===== src/rtl/buck_mode_pkg.sv =====
package buck_mode_pkg;

  typedef enum logic {
    MODE_PWM  = 1'b0,
    MODE_HYST = 1'b1
  } mode_e;

endpackage


===== src/rtl/mode_sample_qual.sv =====
module mode_sample_qual
  import buck_mode_pkg::*;
(
  input  mode_e mode,
  input  logic  smp_stb,
  input  logic  phase_pos,
  output logic  hit,
  output logic  miss
);

  logic toward_change;

  // In PWM, positive phase (reverse current) points toward hysteretic mode;
  // in hysteretic mode, negative phase (forward current) points back to PWM.
  always_comb begin
    if (mode == MODE_PWM) toward_change = phase_pos;
    else                  toward_change = ~phase_pos;
    hit  = smp_stb &  toward_change;
    miss = smp_stb & ~toward_change;
  end

endmodule


===== src/rtl/mode_run_counter.sv =====
module mode_run_counter #(
  parameter int RUN_LEN = 8
) (
  input  logic clk,
  input  logic rst_n,
  input  logic clr,
  input  logic hit,
  input  logic miss,
  output logic done
);

  localparam int CNT_W = $clog2(RUN_LEN + 1);
  localparam logic [CNT_W-1:0] LAST = CNT_W'(RUN_LEN - 1);

  logic [CNT_W-1:0] cnt;

  assign done = hit && (cnt == LAST);

  always_ff @(posedge clk) begin
    if (!rst_n) begin
      cnt <= '0;
    end else if (clr || miss) begin
      cnt <= '0;
    end else if (hit && cnt != LAST) begin
      cnt <= cnt + 1'b1;
    end
  end

  AST_CNT_BELOW_RUN: assert property (@(posedge clk) disable iff (!rst_n)
    cnt < CNT_W'(RUN_LEN)) else $error("run count out of range");
  AST_MISS_RESTARTS: assert property (@(posedge clk) disable iff (!rst_n)
    miss |=> cnt == '0) else $error("opposite sample did not restart run");
  AST_CLR_EMPTIES: assert property (@(posedge clk) disable iff (!rst_n)
    clr |=> cnt == '0) else $error("clear did not empty run count");

endmodule


===== src/rtl/mode_state.sv =====
module mode_state
  import buck_mode_pkg::*;
(
  input  logic  clk,
  input  logic  rst_n,
  input  logic  cyc_tick,
  input  logic  uv_low,
  input  logic  force_pwm,
  input  logic  run_done,
  output mode_e mode,
  output logic  cnt_clr,
  output logic  chg_pulse,
  output logic  off_pulse
);

  mode_e nxt;

  always_comb begin
    nxt = mode;
    if (force_pwm) begin
      nxt = MODE_PWM;
    end else if (mode == MODE_HYST && cyc_tick && uv_low) begin
      nxt = MODE_PWM;
    end else if (run_done) begin
      nxt = (mode == MODE_PWM) ? MODE_HYST : MODE_PWM;
    end
    cnt_clr = force_pwm || (nxt != mode);
  end

  always_ff @(posedge clk) begin
    if (!rst_n) begin
      mode      <= MODE_PWM;
      chg_pulse <= 1'b0;
      off_pulse <= 1'b0;
    end else begin
      mode      <= nxt;
      chg_pulse <= (nxt != mode);
      off_pulse <= (mode == MODE_PWM) && (nxt == MODE_HYST);
    end
  end

  AST_FORCE_HOLDS_PWM: assert property (@(posedge clk) disable iff (!rst_n)
    force_pwm |=> mode == MODE_PWM) else $error("force did not hold PWM");
  AST_UV_FAST_EXIT: assert property (@(posedge clk) disable iff (!rst_n)
    (mode == MODE_HYST && cyc_tick && uv_low) |=> mode == MODE_PWM)
    else $error("undervoltage exit missed");
  AST_CHG_TRACKS_MODE: assert property (@(posedge clk) disable iff (!rst_n)
    chg_pulse == (mode != $past(mode))) else $error("change pulse mismatch");
  AST_OFF_ON_ENTRY_ONLY: assert property (@(posedge clk) disable iff (!rst_n)
    off_pulse |-> (mode == MODE_HYST && chg_pulse)) else $error("switch-off pulse misplaced");
  AST_ENTRY_HAS_OFF: assert property (@(posedge clk) disable iff (!rst_n)
    (mode == MODE_HYST && $past(mode) == MODE_PWM) |-> off_pulse)
    else $error("entry without switch-off pulse");

endmodule


===== src/rtl/buck_mode_sel.sv =====
module buck_mode_sel
  import buck_mode_pkg::*;
#(
  parameter int RUN_LEN = 8
) (
  input  logic clk,
  input  logic rst_n,
  input  logic cyc_tick,
  input  logic smp_stb,
  input  logic phase_pos,
  input  logic uv_low,
  input  logic force_pwm,
  output logic mode_hyst,
  output logic mode_chg,
  output logic gates_off
);

  mode_e mode;
  logic  hit, miss, run_done, cnt_clr;

  mode_sample_qual u_qual (
    .mode      (mode),
    .smp_stb   (smp_stb),
    .phase_pos (phase_pos),
    .hit       (hit),
    .miss      (miss)
  );

  mode_run_counter #(.RUN_LEN(RUN_LEN)) u_run (
    .clk   (clk),
    .rst_n (rst_n),
    .clr   (cnt_clr),
    .hit   (hit),
    .miss  (miss),
    .done  (run_done)
  );

  mode_state u_state (
    .clk       (clk),
    .rst_n     (rst_n),
    .cyc_tick  (cyc_tick),
    .uv_low    (uv_low),
    .force_pwm (force_pwm),
    .run_done  (run_done),
    .mode      (mode),
    .cnt_clr   (cnt_clr),
    .chg_pulse (mode_chg),
    .off_pulse (gates_off)
  );

  assign mode_hyst = (mode == MODE_HYST);

  AST_NO_CHANGE_WITHOUT_CAUSE: assert property (@(posedge clk) disable iff (!rst_n)
    (!smp_stb && !force_pwm && !(cyc_tick && uv_low)) |=> !mode_chg)
    else $error("mode changed with no cause");

endmodule


===== config.mk =====
export PLATFORM = sky130hd
export DESIGN_NAME = buck_mode_sel
export DESIGN_NICKNAME = d
export VERILOG_FILES = /design/src/rtl/buck_mode_pkg.sv /design/src/rtl/mode_sample_qual.sv /design/src/rtl/mode_run_counter.sv /design/src/rtl/mode_state.sv /design/src/rtl/buck_mode_sel.sv
export SDC_FILE = /design/constraint.sdc
export NUM_CORES = 1
export LEC_CHECK = 0
export BUFFER_PORTS_ARGS = -buffer_cell sky130_fd_sc_hd__buf_2
export CAP_MARGIN = 40
export CORE_AREA = 2 2 39 41
export DETAILED_ROUTE_END_ITERATION = 7
export DIE_AREA = 0 0 41 43
export PLACE_DENSITY = 0.57
export REMOVE_ABC_BUFFERS = 1
export SYNTH_ARGS = -nofsm -noshare
export SYNTH_HDL_FRONTEND = slang
export SYNTH_SLANG_ARGS = --single-unit

===== constraint.sdc =====
create_clock -name clk -period 3.55 [get_ports clk]
set_input_delay 0.1775 -clock clk [delete_from_list [all_inputs] [get_ports clk]]
set_output_delay 0.1775 -clock clk [all_outputs]
set_load 0.01 [all_outputs]

# Word level (Yosys, flattened, before mapping)
# Cells that the tools add are included.
# word_totals
in_bits,7
ff_bits,7
elab_cells,27
# classes
n_mux,5
bitwise,6
reduce_logical,8
n_addsub,1
n_eq_ne,3
# ops
cell,n
1-bit logical AND,5
1-bit 2-to-1 mux,5
"4-bit by 1-bit adder with 4-bit output, second input constant",1
"4-bit by 3-bit == test with 1-bit output, second input constant",1
"4-bit by 3-bit inequality test with 1-bit output, second input constant",1
1-bit NOT,4
1-bit AND,2
1-bit logical OR,2
2-bit OR reduction,1
1-bit inequality test,1

# Logic depth before layout (Yosys ltp)
# Gate-level depths: netlist of run 1.
# depth
depth_word,11
depth_mapped,8
ltp_nobuf,8

# By module
# Synthesis of run 1 repeated with hierarchy kept, for this count alone.
# unflattened
cells_unflattened,38
area_unflattened_um2,359.1
# modules_own_cells
module,area_each_um2,n_inst,seq_area_each_um2,cells_per_inst
mode_run_counter,209.0,1,80.1,23
mode_state,128.9,1,60.1,12
mode_sample_qual,21.3,1,0.0,3

# Worst setup path before layout of run 1
# OpenSTA, ideal clock, no wires.
# synth_timing
path_kind,reg2reg
start,register u_run.cnt[0]
end,register u_run.cnt[2]
setup_slack_ns,1.666
synth_period_minus_slack_ns,1.884
stages_incl_launch_ff,9
n_path_buf,0
arrival_time_ns,1.799
cell_sequence,dfxtp_1 -> ha_1 -> nand3b_1 -> o311ai_0 -> a21oi_1 -> ha_1 -> and3b_1 -> o21ai_1 -> a211oi_1
# synth_between
elab_chain_len,9
elab_cells_between_ends,12
classes_between,add/sub: 1; eq/ne: 3; mux: 3; reduce/logical: 5
# synth_rtl
element,line,rtl
start: declaration,mode_run_counter.sv:15,logic [CNT_W-1:0] cnt;
start signal: assignment,mode_run_counter.sv:25,cnt <= cnt + 1'b1;
4-bit by 3-bit == test with 1-bit output,mode_run_counter.sv:17,assign done = hit && (cnt == LAST);
1-bit logical AND,mode_run_counter.sv:17,
1-bit 2-to-1 mux,mode_state.sv:24,end else if (run_done) begin
1-bit 2-to-1 mux,mode_state.sv:22,end else if (mode == MODE_HYST && cyc_tick && uv_low) begin
1-bit 2-to-1 mux,mode_state.sv:20,if (force_pwm) begin
named net u_state.nxt,mode_state.sv:16,mode_e nxt;
1-bit inequality test,mode_state.sv:27,cnt_clr = force_pwm || (nxt != mode);
1-bit logical OR,mode_state.sv:27,
1-bit logical OR,mode_run_counter.sv:22,end else if (clr || miss) begin
2-bit OR reduction (no source line),-,
# The timed path passes the listed nets, and every way through them passes these cells.
# A chain may end at the register's enable or synchronous reset.

# Worst setup path in the final report of run 1
# Ends and elaborated chain as after synthesis.

==> results.md, run 1 <==
- CTS resizes: 0
- Synth Instances: 41
- Crit path capture type: flop
- Met3 wire len: 36 um
- Io pins: 10
- Minimum clock period: 2160 ps
- Clock Latency Late Sink: around 260 ps
- Tcrit/Tclk final: 61.0%
- Clock power share: 45.4%
- RSZ-0062 raised after global routing: false
- Post-CTS Setup Inserts: 0
- FF/Latch Area: 140 sq um
- Layout cells sized above 1: between 20 and 25%
- Relative slew slack: 71.1%
- Slew Viols, Final: 0
- Die height: 43 um
- Worst-path clk slew: 60 ps
- CP Data Arrival Time: 2340 ps
- Total grt overflow: 0
- GRT Total Usage: 11.2%
- Initial cell density of the core: 26.7%
- Die W: 41 um
- Sequential Power Share: 47.2%
- Largest net degree at the start of global routing: 9
- Post-route setup TNS: 0 ps
- Initial antenna violation count: 0
- Most used cell along the critical path: ha_1
- Worst-path cell chain: ha_1 -> nand3b_1 -> o311ai_0 -> a21oi_1 -> ha_1 -> and3b_1 -> o21ai_1 -> a211oi_1
- Area Growth Syn to Fin: 24.7%
- Port bufs: 9
- Std cell rows: 14
- Cell family with most CP delay: compound AO/OA/AOI/OAI gates
- Status: completed
- Fin. Hold Viols: 0
- WHS: 159 ps
- Synth Warn #: 0
- Clock tree root buffer cell: clkbuf_4
- Vias in the first global route: 322
- Placer congestion estimate: 0.725
- Pre-CTS WS: 1410 ps
- Fmax: 462 MHz
- Clock Sinks: 7
- Seq/Total Area, Yosys: 38.0%
- WL final: a little under 800 um
- ANT cells: 0
- Area of the mapped netlist: 369 sq um
- Fill cell count: around 160
- Core area: between 1000 and 1500 sq um
- Top Layer Used: met4
- CTS Buffer Depth: 2
- DRT antenna net count: 0
- Post-route DRC violation count: 0
- Metal2 WL: 322 um
- Worst path max stage delay: 400 ps
- # hold bufs at CTS: 0
- Worst Path Buf+Inv: 0
- PnR worst setup slack: 1390 ps
- Worst Path Max Fanout: 4
- Combinational share of power: 7.3%
- PD cells: approximately 360 nW/um^2
- Max IR drop VDD: 74.3 uV
- # nets final: 64
- Area of the multi-input gates: 218 sq um
- Placed wire-length estimate: between 500 and 600 um
- 1st-pass router iterations: 4
- Leakage: between 0.15 and 0.2 nW
- Worst setup path category: reg -> reg
- Slowest cell on the critical path: o311ai_0
- Distinct cells, synth: 24
- TritonCTS Buffers: 3
- Via Count: 358
- Metal-1 WL: 388 um
- Initial DRC count: 8
- # H-tree levels: 1
- Max cap viols: 0
- CTS tree: yes
- Net Switching: 0.0000408 W
- Internal: 0.000127 W
- Worst clock skew: 1.87 ps
- Mean post-synth cell area: 9.00 sq um
- Via/cell ratio: 5.11
- Worst Setup Start Kind: flop
- WP data required: 3730 ps
- Hold crit path type: in -> reg
- Slew @ Worst Pin: approximately 430 ps
- Switching share of power: about a quarter
- First-pass GRT wire length: 1.26 mm
- Die ar.: 1760 sq um
- # setup viols final: 0
- WL per Instance: 11.1 um
- Synthesis-stage register bit count: 7
-- worst reg2reg max path: cells and delay by family (launching register included) --
family                   cells  cell delay (ps)
AO/OA/AOI/OAI                4              840
adder cells (fa/ha/maj)      2              540
flip-flops                   1              380
AND/OR/NAND/NOR              2              320
-- registers in the layout, indices dropped and copies added (netlist names) --
| signal | count |
|---|---|
| u_state.chg_pulse | 1 |
| u_state.off_pulse | 1 |
| u_state.mode | 1 |
| u_run.cnt | 4 |
-- logic make-up after synthesis --
logic type                 share of synthesized area (%)
adders and majority gates                           6.78
DFF                                                 38.0
muxes                                               2.71
AOI/OAI and AO/OA                                   21.0
and+or+nand+nor                                     23.7
xor gates and xnor gates                            4.75
buffers and inverters                               3.05
-- power groups by stage --
| stage | Combinational [W] | Sequential, W | Clock, W |
|---|---|---|---|
| after floorplan | 0.00000606 | 0.0000809 | 0 |
| after global placement | 0.0000123 | 0.0000810 | 0 |
| after detailed placement | 0.0000123 | 0.0000810 | 0 |
| after CTS | 0.0000123 | 0.0000793 | 0.0000794 |
| after global routing | 0.0000137 | 0.0000793 | 0.0000825 |
| final | 0.0000123 | 0.0000793 | 0.0000763 |
-- cells in the final DEF, fill, tap and decap left out, drive strengths merged --
master / instances
buf: 9
dfxtp: 7
a21oi: 4
clkbuf: 4
inv: 3
nand2: 2
and3b: 2
nand4: 2
o31ai: 2
o211ai: 2
ha: 2
nand3b: 1
o311ai: 1
xor2: 1
xnor2: 1
o21ai: 1
or4: 1
nand3: 1
nor4: 1
mux2i: 1
and2: 1
nor2b: 1
nand2b: 1
nor3: 1
a31oi: 1
a211oi: 1
-- layer usage --
| layer | up-vias | track usage [%] |
|---|---|---|
| met1 | 156 | 13.9 |
| met5 | - | 0 |
| li1 | 187 | - |
| met2 | 11 | 13.8 |
| met3 | 4 | 3.14 |
| met4 | 0 | 12.0 |
-- metrics by stage --
step | utilization [%] | power, W | instances | instance area [sq um]
2_1_floorplan | - | 0.0000870 | 41 | 369
3_3_place_gp | 31.4 | 0.0000933 | 66 | 434
4_1_cts | 33.3 | 0.000171 | 70 | 460
3_5_place_dp | 31.4 | 0.0000933 | 66 | 434
5_1_grt | 33.3 | 0.000175 | 70 | 460
6_report | 33.3 | 0.000168 | 70 | 460
-- synthesized netlist by cell type --
cell type / n / share of area [%]
a211oi_1: 1 / 2.0
a21oi_1: 4 / 5.4
a31oi_1: 1 / 1.7
and2_1: 1 / 1.7
and3b_1: 2 / 4.7
dfxtp_1: 7 / 38
ha_1: 2 / 6.8
inv_1: 3 / 3.1
mux2i_1: 1 / 2.7
nand2_1: 2 / 2.0
nand2b_1: 1 / 1.7
nand3_1: 1 / 1.4
nand3b_1: 1 / 2.0
nand4_1: 2 / 3.4
nor2b_1: 1 / 1.7
nor3_1: 1 / 1.4
nor4_1: 1 / 1.7
o211ai_1: 2 / 4.1
o21ai_1: 1 / 1.4
o311ai_0: 1 / 2.4
o31ai_1: 2 / 4.1
or4_1: 1 / 2.0
xnor2_1: 1 / 2.4
xor2_1: 1 / 2.4
-- cell type report --
class | count | area share, %
Multi-Input combinational cell | 31 | 47.3
Inverter | 3 | 2.45
Tap cell | 16 | 4.35
Clock buffer | 4 | 5.71
Timing Repair Buffer | 9 | 9.78
Sequential cell | 7 | 30.4
-- worst paths after layout --
check	start	end	slack (ps)	cells after the start
setup / recovery	u_run.cnt[0]$_SDFFE_PP0P_	u_run.cnt[2]$_SDFFE_PP0P_	1390	8
hold / removal	rst_n	u_state.off_pulse$_SDFF_PN0_	160	2
setup reg to reg	u_run.cnt[0]$_SDFFE_PP0P_	u_run.cnt[2]$_SDFFE_PP0P_	1390	8
hold reg to reg	u_run.cnt[1]$_SDFFE_PP0P_	u_run.cnt[1]$_SDFFE_PP0P_	510	2
No activity file was read; power rests on OpenSTA's default activity.
==> inputs of run 2 (changes only) <==
==> constraint.sdc (replaced) <==
create_clock -name clk -period 2.1 [get_ports clk]
set_input_delay 0.105 -clock clk [delete_from_list [all_inputs] [get_ports clk]]
set_output_delay 0.105 -clock clk [all_outputs]
set_load 0.01 [all_outputs]
==> run 2 against run 1 <==
- via count grew 1.1%
- first-iteration DRC count down 38%
- count of clock-buffer cells in the layout stayed put
- largest cell class unchanged
==> results.md, run 2 (synthesis results as in run 1) <==
- Status: completed
- Sequential Power Share: between 40% and 50%
- Core area: about 1400 sq um
- Worst Setup Start Kind: flop
- Area Growth Syn to Fin: 37.6%
- Max FFs per register: 4
- WP data required: 2260 ps
- Combinational share of power: 8.8%
- Worst path max stage delay: roughly 340 ps
- Clock power share: 43.4%
- DRT antenna net count: 0
- Clock Latency Late Sink: 250 ps
- Via/cell ratio: 4.89
- Crit path capture type: flop
- RSZ-0062 raised after global routing: false
- CP Data Arrival Time: 2140 ps
- Cell family with most CP delay: compound AO/OA/AOI/OAI gates
- CTS Buffer Depth: 2
- Leakage: approximately 0.20 nW
- Max cap viols: 0
- Worst clock skew: 1.75 ps
- Max IR drop VDD: 177 uV
- Internal: 0.000217 W
- Initial antenna violation count: 0
- Worst Path Buf+Inv: 0
- Initial cell density of the core: 26.7%
- GRT Total Usage: 10.4%
- # setup viols final: 0
- Std cell rows: 14
- Worst-path cell chain: ha_2 -> nand3b_1 -> o311ai_2 -> a21oi_1 -> ha_1 -> and3b_2 -> o21ai_2 -> a211oi_1
- # H-tree levels: 1
- Worst setup path category: reg -> reg
- CTS tree: yes
- Hold crit path type: in -> reg
- Clock tree root buffer cell: clkbuf_4
- Worst Path Max Fanout: 3
- First-pass GRT wire length: around 1.2 mm
- # hold bufs at CTS: 0
- Slowest cell on the critical path: dfxtp_2
- Largest net degree at the start of global routing: 8
- # nets final: 68
- Layout cells sized above 1: 37.9%
- Die W: between 40 and 50 um
- Cell area after layout: 508 sq um
- Placer congestion estimate: 0.672
- Util after Layout: 36.7%
- Io pins: 10
- WL per Instance: 10.6 um
- Area after DPL: approximately 460 sq um
- TritonCTS Buffers: 3
- ANT cells: 0
- Via Count: around 360
- Net Switching: 0.0000633 W
- Slew Viols, Final: 0
- Register bank with the most flops: u_run.cnt
- 1st-pass router iterations: 4
- PD cells: 552 nW/um^2
- Fin. Hold Viols: 0
- Switching share of power: 22.6%
- Vias in the first global route: roughly 300
- Fmax: 505 MHz
- Die height: 43 um
- Most common cell after layout, fill and taps aside: buf_2
- Post-CTS Setup Inserts: 0
- Minimum clock period: 1980 ps
- Initial DRC count: 5
- Post-route DRC violation count: 0
- Placed wire-length estimate: 613 um
- Relative slew slack: between 70% and 80%
- Port bufs: 9
- Total grt overflow: 0
- WHS: 97.7 ps
- Slew @ Worst Pin: between 400 and 500 ps
- Most frequent cells in the layout: buf_2 (9), dfxtp_1 (5), a21oi_1 (4), buf_4 (4)
- Tcrit/Tclk final: 94.3%
- Clock Sinks: 7
- Die ar.: 1760 sq um
- Worst-path clk slew: 50 ps
- WL final: 785 um
[run 2: cell types whose count changed in the layout (fill, tap and decap cells not counted), sizes merged]
cell,delta
buf,+4
[run 2: path summary, 6_finish.rpt]
path	to	slack (ps)	cells past startpoint	startpoint
min	u_state.off_pulse$_SDFF_PN0_	100	2	rst_n
max reg2reg	u_run.cnt[2]$_SDFFE_PP0P_	120	8	u_run.cnt[1]$_SDFFE_PP0P_
max	u_run.cnt[2]$_SDFFE_PP0P_	120	8	u_run.cnt[1]$_SDFFE_PP0P_
min reg2reg	u_run.cnt[1]$_SDFFE_PP0P_	490	2	u_run.cnt[1]$_SDFFE_PP0P_
[run 2: cell type report]
cell class | count | area, sq um
Fill cell | 144 | 876
Multi-Input combinational cell | 31 | 233
Sequential cell | 7 | 143
Timing Repair Buffer | 13 | 75.1
Clock buffer | 4 | 26.3
Tap cell | 16 | 20.0
Inverter | 3 | 11.3
[run 2: worst register-to-register path, delay by kind of cell, from the launching register on]
kind	cells	cell delay (ps)
flip-flops	1	340
adder cells (fa/ha/maj)	2	480
AND/OR/NAND/NOR	2	340
AO/OA/AOI/OAI	4	730
[run 2: power groups by stage]
stage / Clock, W / Sequential (W) / Combinational [W]
after global placement: 0 / 0.000137 / 0.0000233
after global routing: 0.000136 / 0.000134 / 0.0000278
after detailed placement: 0 / 0.000137 / 0.0000231
after floorplan: 0 / 0.000137 / 0.0000102
final: 0.000122 / 0.000134 / 0.0000248
after CTS: 0.000129 / 0.000134 / 0.0000234
[run 2: routing by layer]
metal | vias up | GRT usage [%] | routed length, um | share of wire [%]
met3 | 0 | 7.85 | 32 | 4.1
met4 | 0 | 4.00 | 0 | 0
met2 | 11 | 13.4 | 342 | 44
li1 | 192 | - | - | -
met1 | 159 | 12.7 | 410 | 52
met5 | - | 0 | 0 | 0
[run 2: what timing repair did]
action                     CTS  global route
resized for setup            1             6
cloned                       0             0
hold endpoints to repair     0             0
pin swaps                    0             3
setup endpoints to repair    1             3
[run 2: per-stage QoR]
| stage | std cells | setup TNS [ps] | worst slack, ps | power [W] |
|---|---|---|---|---|
| after floorplan | 41 | 0 | 216 | 0.000147 |
| after global placement | 70 | 0 | 2.18 | 0.000160 |
| after detailed placement | 70 | -13.9 | -13.9 | 0.000160 |
| after CTS | 74 | 0 | 88.4 | 0.000286 |
| after global routing | 74 | 0 | 6.12 | 0.000298 |
| final | 74 | 0 | 119 | 0.000280 |
==> inputs of run 3 (changes only) <==
--- a/config.mk
+++ b/config.mk
@@ -10,8 +10,9 @@
 export CORE_AREA = 2 2 39 41
 export DETAILED_ROUTE_END_ITERATION = 7
 export DIE_AREA = 0 0 41 43
-export PLACE_DENSITY = 0.57
+export PLACE_DENSITY = 0.56
 export REMOVE_ABC_BUFFERS = 1
 export SYNTH_ARGS = -nofsm -noshare
 export SYNTH_HDL_FRONTEND = slang
+export SYNTH_HIERARCHICAL = 1
 export SYNTH_SLANG_ARGS = --single-unit
==> run 3 against run 2 <==
- the flow now finishes with violations (negative setup slack)
- clock skew rose by 4.1 ps
- critical path depth increased by 4
- first-iteration DRC count unchanged
- clock power about the same
- sequential power about the same
- cell count is 15% higher
- count of clock-buffer cells in the layout is the same
- via count up 6.9%
- critical path type unchanged
- critical endpoint is now u_run/cnt[2]$_SDFFE_PP0P_
- largest cell class unchanged
- highest routed layer is now met4
==> results.md, run 3 <==
- Synth top area cells: dfxtp_1 (39%), ha_1 (7.0%), a21boi_1 (6.3%), and2_1 (5.2%), nor2b_1 (3.5%)
- Fin. Hold Viols: 0
- Minimum clock period: ~2200 ps
- Via Count: 387
- Status: finished, violations left
- ANT cells: 0
- Initial antenna violation count: 0
- Total grt overflow: 0
- Vias in the first global route: roughly 400
- Switching share of power: 22.1%
- Core area: 1380 sq um
- Die ar.: between 1500 and 2000 sq um
- Hold crit path type: in -> reg
- Worst clock skew: 5.82 ps
- # nets final: 79
- Seq/Total Area, Yosys: about two fifths
- DRT antenna net count: 0
- Most frequent cells in the layout: buf_4 (18), buf_2 (9), dfxtp_1 (6)
- Io pins: 10
- Max cap viols: 0
- Via/cell ratio: roughly 4.6
- Sequential Power Share: 45.9%
- Failing checks: negative setup slack
- WL final: 919 um
- Cell with the most instances after synthesis: dfxtp_1
- Fill cell count: 126
- Internal: 0.000227 W
- Port bufs: 9
- Post-route DRC violation count: 0
- Fmax: 461 MHz
- Placed wire-length estimate: approximately 520 um
- Slew Viols, Final: 0
- # hold bufs at CTS: 0
- # H-tree levels: 1
- Synthesis-stage register bit count: 7
- Post-synth top area cell: dfxtp_1
- Synth Flop Type: dfxtp_1
- Yosys top cell area share: 39.0%
- WP data required: 2280 ps
- Max IR drop VDD: 223 uV
- Std cell rows: 14
- Initial cell density of the core: 25.9%
- Clock power share: ~43%
- Initial DRC count: 5
- Synth Warn #: 6
- WL per Instance: 10.8 um
- RSZ-0062 raised after global routing: true
- Max FFs per register: 4
- Die W: 41 um
- Most common cell after layout, fill and taps aside: buf_4
- Top post-synthesis cells by count: dfxtp_1 (7), a21boi_1 (3), and2_1 (3)
- CTS tree: yes
- GRT Total Usage: 13.6%
- Die height: approximately 43 um
- Register bank with the most flops: u_run/cnt
- Net Switching: 0.0000646 W
- Fin cells: 85
- Relative slew slack: between 80% and 90%
- Clock tree root buffer cell: clkbuf_4
- Layout cells sized above 1: 56.5%
- Clock Latency Late Sink: 250 ps
- First-pass GRT wire length: 1.51 mm
- Combinational share of power: 11.4%
- Area of the mapped netlist: between 300 and 400 sq um
- Slew @ Worst Pin: 198 ps
- Synth Instances: 38
- Crit path capture type: flop
- PnR worst setup slack: -67.1 ps
- Worst-path clk slew: approximately 60 ps
- Leakage: 0.287 nW
- Distinct cells, synth: 24
- Async SR Flop Fraction: 0%
- Largest net degree at the start of global routing: 7
- Mean post-synth cell area: about 9.4 sq um
- Worst Setup Start Kind: flop
- Worst setup path category: reg -> reg
- # setup viols final: 4
- Area Growth Syn to Fin: 70.7%
- Inst Count DP: 70
- Placer congestion estimate: 0.721
- PD cells: 476 nW/um^2
- Clock Sinks: 7
- TritonCTS Buffers: 3
- CTS Buffer Depth: 2
- Post-synth EDFFs: 0
- Post-route setup TNS: -142 ps
- Tcrit/Tclk final: 103%
- Worst Path Max Fanout: 5
- CP Data Arrival Time: 2350 ps
- 1st-pass router iterations: 5
run 3: changes by cell type in the layout (fill, tap and decap cells not counted), sizes merged, moves of 2 or more:
cell and delta:
nor3b +2, and2 +2, buf +14, a21oi -4, o31ai -2, a21boi +3
run 3: cell type report:
type                       instances  area (sq um)  share of cell area [%]
multi-input combinational         29           238                    38.8
timing repair buffer              27           180                    29.4
sequential                         7           141                    23.1
clock buffer                       4          26.3                    4.29
tap                               16          20.0                    3.27
inverter                           2          7.51                    1.22
run 3: what timing repair did:
action,in CTS,in global routing
gates resized for setup,2,5
buffers inserted,11,3
setup endpoints to repair,4,5
pin swaps,1,7
run 3: power by group through the flow:
stage | Combinational (W) | Sequential, W | Clock (W)
2_1_floorplan | 0.00000779 | 0.000137 | 0
3_3_place_gp | 0.0000193 | 0.000137 | 0
3_5_place_dp | 0.0000195 | 0.000137 | 0
4_1_cts | 0.0000324 | 0.000134 | 0.000129
5_1_grt | 0.0000362 | 0.000134 | 0.000138
6_report | 0.0000334 | 0.000134 | 0.000125
run 3: metrics by stage:
stage	total power, W	setup slack, ps	hold slack, ps	utilization [%]	area, sq um
3_3_place_gp	0.000156	-66.2	303	34.4	477
6_report	0.000292	-67.1	31.1	44.3	613
4_1_cts	0.000295	-41.1	27.8	42.8	592
2_1_floorplan	0.000145	-257	175	-	359
5_1_grt	0.000308	-243	24.8	44.3	613
3_5_place_dp	0.000156	-67.1	304	34.4	477
run 3: worst max-delay path, stage by stage (launching register included):
cell and delay (ps):
dfxtp_2 330, xnor2_2 130, nor2b_2 140, and2_1 150
and3b_2 200, mux2i_2 230, nor2_1 70, ha_1 300
nand2b_1 70, nor3b_2 150, buf_4 150, o21ai_1 60
a31oi_1 130
run 3: worst paths after layout:
| kind | end | start | depth (start not counted) | slack [ps] |
|---|---|---|---|---|
| worst max register to register | u_run/cnt[2]$_SDFFE_PP0P_ | u_state/mode$_SDFF_PN0_ | 12 | -70 |
| worst min-delay path | u_state/mode$_SDFF_PN0_ | force_pwm | 2 | 30 |
| worst max-delay path | u_run/cnt[2]$_SDFFE_PP0P_ | u_state/mode$_SDFF_PN0_ | 12 | -70 |
| worst min register to register | u_run/cnt[2]$_SDFFE_PP0P_ | u_run/cnt[2]$_SDFFE_PP0P_ | 1 | 520 |
run 3: cell families after synthesis:
family | Yosys count | share of synthesized area [%]
flip-flops | 7 | 39.0
AO/OA/AOI/OAI | 7 | 12.9
adder cells (fa/ha/maj) | 2 | 6.97
AND/OR/NAND/NOR | 18 | 33.8
multiplexers | 1 | 2.79
XOR/XNOR | 1 | 2.44
buffers and inverters | 2 | 2.09
run 3: routing by layer:
metal | global-route usage, % | share of wire, %
met3 | 4.71 | 3.3
met5 | 0 | 0
met4 | 10.0 | 1.5
met2 | 24.1 | 58
met1 | 11.0 | 37
